[src/rtl/dual_issue_pkg.sv]
package dual_issue_pkg;

  // Instruction field positions.
  localparam int CLS_LSB  = 28;
  localparam int DST_LSB  = 23;
  localparam int SRC1_LSB = 18;
  localparam int SRC2_LSB = 13;

  // Class codes.
  localparam logic [3:0] CLS_NOP      = 4'd0;
  localparam logic [3:0] CLS_INT_ALU  = 4'd1;
  localparam logic [3:0] CLS_INT_LOAD = 4'd2;
  localparam logic [3:0] CLS_FP_LOAD  = 4'd3;
  localparam logic [3:0] CLS_FP_STORE = 4'd4;
  localparam logic [3:0] CLS_FP_ALU   = 4'd5;

  typedef struct packed {
    logic legalLeft;
    logic legalRight;
    logic rdInt1;
    logic rdInt2;
    logic rdFp1;
    logic rdFp2;
    logic wrInt;
    logic wrFp;
    logic isLoad;
  } slotInfo_t;

  // Datapath -> control summary.
  typedef struct packed {
    logic leftLegal;
    logic rightLegal;
    logic leftBlocked;
    logic rightBlocked;
    logic intraHit;
    logic leftLoadInt;
    logic leftLoadFp;
  } hazard_t;

  // Control -> datapath strobes.
  typedef struct packed {
    logic markInt;
    logic markFp;
  } sbStrobe_t;

  function automatic slotInfo_t classify(input logic [3:0] cls);
    slotInfo_t s;
    s = '0;
    case (cls)
      CLS_NOP: begin
        s.legalLeft  = 1'b1;
        s.legalRight = 1'b1;
      end
      CLS_INT_ALU: begin
        s.legalLeft = 1'b1;
        s.rdInt1    = 1'b1;
        s.rdInt2    = 1'b1;
        s.wrInt     = 1'b1;
      end
      CLS_INT_LOAD: begin
        s.legalLeft = 1'b1;
        s.rdInt1    = 1'b1;
        s.wrInt     = 1'b1;
        s.isLoad    = 1'b1;
      end
      CLS_FP_LOAD: begin
        s.legalLeft = 1'b1;
        s.rdInt1    = 1'b1;
        s.wrFp      = 1'b1;
        s.isLoad    = 1'b1;
      end
      CLS_FP_STORE: begin
        s.legalLeft = 1'b1;
        s.rdInt1    = 1'b1;
        s.rdFp2     = 1'b1;
      end
      CLS_FP_ALU: begin
        s.legalRight = 1'b1;
        s.rdFp1      = 1'b1;
        s.rdFp2      = 1'b1;
        s.wrFp       = 1'b1;
      end
      default: s = '0;
    endcase
    return s;
  endfunction

endpackage

[src/rtl/slot_decode.sv]
module slot_decode
  import dual_issue_pkg::*;
#(
  parameter int REG_BITS = 5
) (
  input  logic [31:0]         instr,
  output slotInfo_t           info,
  output logic [REG_BITS-1:0] dstReg,
  output logic [REG_BITS-1:0] src1Reg,
  output logic [REG_BITS-1:0] src2Reg
);

  logic unusedBits;

  assign info       = classify(instr[CLS_LSB +: 4]);
  assign dstReg     = instr[DST_LSB +: REG_BITS];
  assign src1Reg    = instr[SRC1_LSB +: REG_BITS];
  assign src2Reg    = instr[SRC2_LSB +: REG_BITS];
  assign unusedBits = ^instr;

endmodule

[src/rtl/reg_scoreboard.sv]
module reg_scoreboard #(
  parameter int NUM_REGS   = 32,
  parameter int LOAD_DELAY = 1
) (
  input  logic                        clk,
  input  logic                        rstN,
  input  logic                        mark,
  input  logic [$clog2(NUM_REGS)-1:0] markIdx,
  output logic [NUM_REGS-1:0]         busy
);

  localparam int CNT_BITS = $clog2(LOAD_DELAY + 1);
  localparam logic [CNT_BITS-1:0] RELOAD = CNT_BITS'(LOAD_DELAY);

  genvar r;
  generate
    for (r = 0; r < NUM_REGS; r++) begin : g_reg
      logic [CNT_BITS-1:0] remain;

      always_ff @(posedge clk) begin
        if (!rstN) begin
          remain <= '0;
        end else if (mark && (markIdx == r)) begin
          remain <= RELOAD;
        end else if (remain != '0) begin
          remain <= remain - 1'b1;
        end
      end

      assign busy[r] = (remain != '0);
    end
  endgenerate

endmodule

[src/rtl/issue_datapath.sv]
module issue_datapath
  import dual_issue_pkg::*;
#(
  parameter int NUM_REGS   = 32,
  parameter int LOAD_DELAY = 1
) (
  input  logic        clk,
  input  logic        rstN,
  input  logic [63:0] pairWord,
  input  sbStrobe_t   strobe,
  output hazard_t     haz
);

  localparam int REG_BITS = $clog2(NUM_REGS);
  localparam int LEFT     = 1;
  localparam int RIGHT    = 0;

  slotInfo_t           info    [2];
  logic [REG_BITS-1:0] dstReg  [2];
  logic [REG_BITS-1:0] src1Reg [2];
  logic [REG_BITS-1:0] src2Reg [2];
  logic [1:0]          blocked;
  logic [NUM_REGS-1:0] busy    [2];   // 0: integer file, 1: FP file
  logic                intraHit;

  genvar s;
  generate
    for (s = 0; s < 2; s++) begin : g_slot
      slot_decode #(.REG_BITS(REG_BITS)) u_dec (
        .instr  (pairWord[32*s +: 32]),
        .info   (info[s]),
        .dstReg (dstReg[s]),
        .src1Reg(src1Reg[s]),
        .src2Reg(src2Reg[s])
      );

      assign blocked[s] = (info[s].rdInt1 & busy[0][src1Reg[s]])
                        | (info[s].rdInt2 & busy[0][src2Reg[s]])
                        | (info[s].rdFp1  & busy[1][src1Reg[s]])
                        | (info[s].rdFp2  & busy[1][src2Reg[s]]);
    end
  endgenerate

  genvar f;
  generate
    for (f = 0; f < 2; f++) begin : g_file
      reg_scoreboard #(
        .NUM_REGS  (NUM_REGS),
        .LOAD_DELAY(LOAD_DELAY)
      ) u_sb (
        .clk    (clk),
        .rstN   (rstN),
        .mark   ((f == 0) ? strobe.markInt : strobe.markFp),
        .markIdx(dstReg[LEFT]),
        .busy   (busy[f])
      );
    end
  endgenerate

  always_comb begin
    intraHit = info[LEFT].isLoad & info[LEFT].wrFp &
               ((info[RIGHT].rdFp1 & (src1Reg[RIGHT] == dstReg[LEFT])) |
                (info[RIGHT].rdFp2 & (src2Reg[RIGHT] == dstReg[LEFT])));
  end

  assign haz.leftLegal    = info[LEFT].legalLeft;
  assign haz.rightLegal   = info[RIGHT].legalRight;
  assign haz.leftBlocked  = blocked[LEFT];
  assign haz.rightBlocked = blocked[RIGHT];
  assign haz.intraHit     = intraHit;
  assign haz.leftLoadInt  = info[LEFT].isLoad & info[LEFT].wrInt;
  assign haz.leftLoadFp   = info[LEFT].isLoad & info[LEFT].wrFp;

endmodule

[config.mk]
export PLATFORM = sky130hd
export DESIGN_NAME = issue_datapath
export DESIGN_NICKNAME = d
export VERILOG_FILES = /design/src/rtl/dual_issue_pkg.sv /design/src/rtl/slot_decode.sv /design/src/rtl/reg_scoreboard.sv /design/src/rtl/issue_datapath.sv
export SDC_FILE = /design/constraint.sdc
export NUM_CORES = 1
export LEC_CHECK = 0
export ABC_CLOCK_PERIOD_IN_PS = 1600
export BUFFER_PORTS_ARGS = -buffer_cell sky130_fd_sc_hd__buf_2
export CAP_MARGIN = 10
export CORE_UTILIZATION = 51
export CTS_BUF_LIST = sky130_fd_sc_hd__clkbuf_4 sky130_fd_sc_hd__clkbuf_8 sky130_fd_sc_hd__clkbuf_16
export DETAILED_ROUTE_END_ITERATION = 16
export PLACE_DENSITY_LB_ADDON = 0.1
export SKIP_LAST_GASP = 1
export SYNTH_ARGS = -nofsm -noshare
export SYNTH_HDL_FRONTEND = slang
export SYNTH_SLANG_ARGS = --single-unit
[constraint.sdc]
create_clock -name clk -period 1.6 [get_ports clk]
set_input_delay 0.08 -clock clk [delete_from_list [all_inputs] [get_ports clk]]
set_output_delay 0.08 -clock clk [all_outputs]
set_load 0.02 [all_outputs]
==> qor.csv <==
metric;value;unit
outcome;finished, violations left;
violated checks;negative setup slack;
DIE HEIGHT;91.3;um
Max transition margin;60.5;%
number of port buffers;43;
Yosys reg bits;64;
Finished Layout Cells;553;
Final Cycle Share;146;%
first-pass GRT wire length;18.6;mm
CTS tree;yes;
worst hold slack;209;ps
Setup CP Type;reg2out;
Pwr Total;0.00360;W
CTS Hold Bufs;0;
routability-driven placement congestion ratio;0.865;
Ports;75;
Worst-path clk slew;60;ps
WP data arrival;2260;ps
ANT nets after route;0;
ant diodes;0;
vias in the first global route;3291;
Leakage;1.98;nW
Crit path required time;1520;ps
CP Capture Type;primary output;
post-synth net total;426;
grt total ovfl;0;
busiest grt layer;met2;
Ys Warns;0;
DIE AREA;0.00833;mm^2
Hold Startpoint;pairWord[55];
Initial Util;52.6;%
Max IR drop VDD;0.677;mV
Mapped Cells;358;
initial antenna violation count;0;
clk sinks;64;
drt first pass iters;5;
max reg flops;64;
initial DRC count;345;
area leader, netlist;mux4_2;
Seq/Total Area, Yosys;31.5;%
Core Rows;32;
share of cells above drive strength 1;43.2;%
top post-synthesis cells by count;73 x nor2_1, 64 x dfxtp_1, 62 x mux4_2, 29 x mux2i_1, 15 x clkbuf_1;
Worst setup SP type;register;
DR WL/cell;21.9;um
HPWL Detailed;9.89;mm
asr flop ratio synth;0;%
Reg with most FFs;g_file.u_sb.g.remain;
top cell type's share of synthesized area;34.4;%
synth top area cells;mux4_2 34%, dfxtp_1 32%, mux2i_1 7.1%, nor2_1 6.7%, mux4_1 1.9%;
Max Clk Rate;428;MHz
CORE AREA;0.00773;mm^2
Max Transition Viols Final;0;
nets;514;
Synth cell types;41;
Synth Cell Area;0.00406;mm^2
Post-synth EDFFs;0;
Core Util, Final;65.0;%
DRT Wirelength;12.1;mm
CP Max Fanout;2;
max-cap viol count;0;
Least-Margin Pin Slew;591;ps
Cell Pwr Density;717;mW/mm^2
Crit. Startpoint;g_file[1].u_sb.g_reg[6].remain$_SDFF_PN0_;
pin count of the biggest net entering global routing;17;
Hold EP;g_file[1].u_sb.g_reg[19].remain$_SDFF_PN0_;
DRC errors left;0;
Die Wd;91.3;um
Clock Tree Buf Depth;2;
Mean Syn Cell Area;11.3;um^2
Via-to-Cell Ratio;6.25;
GR Util met3;6.28;%
met2 Use GR;48.2;%
Vias;3457;
area added between synthesis and finish;23.7;%
clk root buf;clkbuf_8;
Setup Fix Bufs, Post-CTS;0;
GRT Util Overall;30.7;%
most frequent cell after synthesis;nor2_1;
Setup Viol. Count Final;2;
shortest period the worst path allows;2340;ps
largest registers;g_file.u_sb.g.remain: 64 flops;
total CTS buffers;9;
H-tree levels;3;
area post-placement;0.00479;mm^2
Placed Cells;537;
prevailing post-synth register cell;dfxtp_1;
met1 Use GR;41.9;%
HP Class;in2reg;
final setup margin;-736;ps
RSZ-0062 raised after global routing;true;
Hold Path Stages;3;
Final Hold Viols;0;
post-route cell area;0.00503;mm^2
-- what timing repair did --
| action | 4_1_cts | 5_1_grt |
|---|---|---|
| gates resized for setup | 5 | 1 |
| endpoints found under the hold margin | 0 | 0 |
| setup endpoints to repair | 2 | 3 |
| pin swaps | 0 | 1 |
-- critical path: stages, from the launching register on --
cell and delay (ps):
dfxtp_1 340, mux4_2 480, mux4_2 500, and3b_1 190
a31oi_1 140, nand4_1 110, buf_2 170
-- stage by stage --
step           setup slack, ps  TNS (ps)
2_1_floorplan             -210      -309
3_3_place_gp              -372      -634
3_5_place_dp              -385      -656
4_1_cts                   -730     -1320
5_1_grt                   -802     -1440
6_report                  -736     -1310
-- logic make-up after synthesis --
logic type | Yosys count | share of synthesized area, %
AOI/OAI and AO/OA | 23 | 3.88
xor gates and xnor gates | 11 | 2.37
buffers and inverters | 32 | 3.60
DFF | 64 | 31.5
muxes | 95 | 43.7
and+or+nand+nor | 133 | 14.9
-- area by class of cell --
cell class,count,area (um^2)
clock buffers,14,186
flip-flops and latches,64,1280
multi-input cells,262,2640
clock inverters,2,35.0
repair buffers,107,748
fillers,613,2700
inverters,2,7.51
well taps,102,128
-- worst max path at each step --
stage | slack (ps) | depth (start not counted) | to
6_report | -740 | 6 | haz[3]
5_1_grt | -800 | 6 | haz[3]
4_1_cts | -730 | 6 | haz[3]
3_3_place_gp | -370 | 7 | haz[3]
3_5_place_dp | -390 | 7 | haz[3]
2_1_floorplan | -210 | 5 | haz[3]
-- power breakdown --
| part | internal [W] | switching, W | leakage [nW] |
|---|---|---|---|
| clock network | 0.000905 | 0.000552 | 0.116 |
| registers | 0.00160 | 0.00000903 | 0.517 |
| logic | 0.000246 | 0.000290 | 1.34 |
| total | 0.00275 | 0.000851 | 1.98 |
-- cells in the final DEF, fill, tap and decap left out, drive strengths merged, types with 5 or more instances in the layout --
| master | synthesis | layout |
|---|---|---|
| dfxtp | 64 | 64 |
| nor2b | 6 | 6 |
| buf | 15 | 107 |
| mux4 | 65 | 65 |
| o21ai | 5 | 5 |
| nand3 | 14 | 14 |
| xor2 | 8 | 8 |
| nor3 | 6 | 6 |
| clkbuf | 15 | 14 |
| nor2 | 73 | 73 |
| nand2 | 13 | 13 |
| mux2i | 29 | 29 |
-- metal layers --
layer,routed length (um),part of all wire [%]
met1,5000,41
met2,5620,46
met3,1140,9.4
met4,325,2.7
met5,0,0
Power figures use the tool's default switching activity.
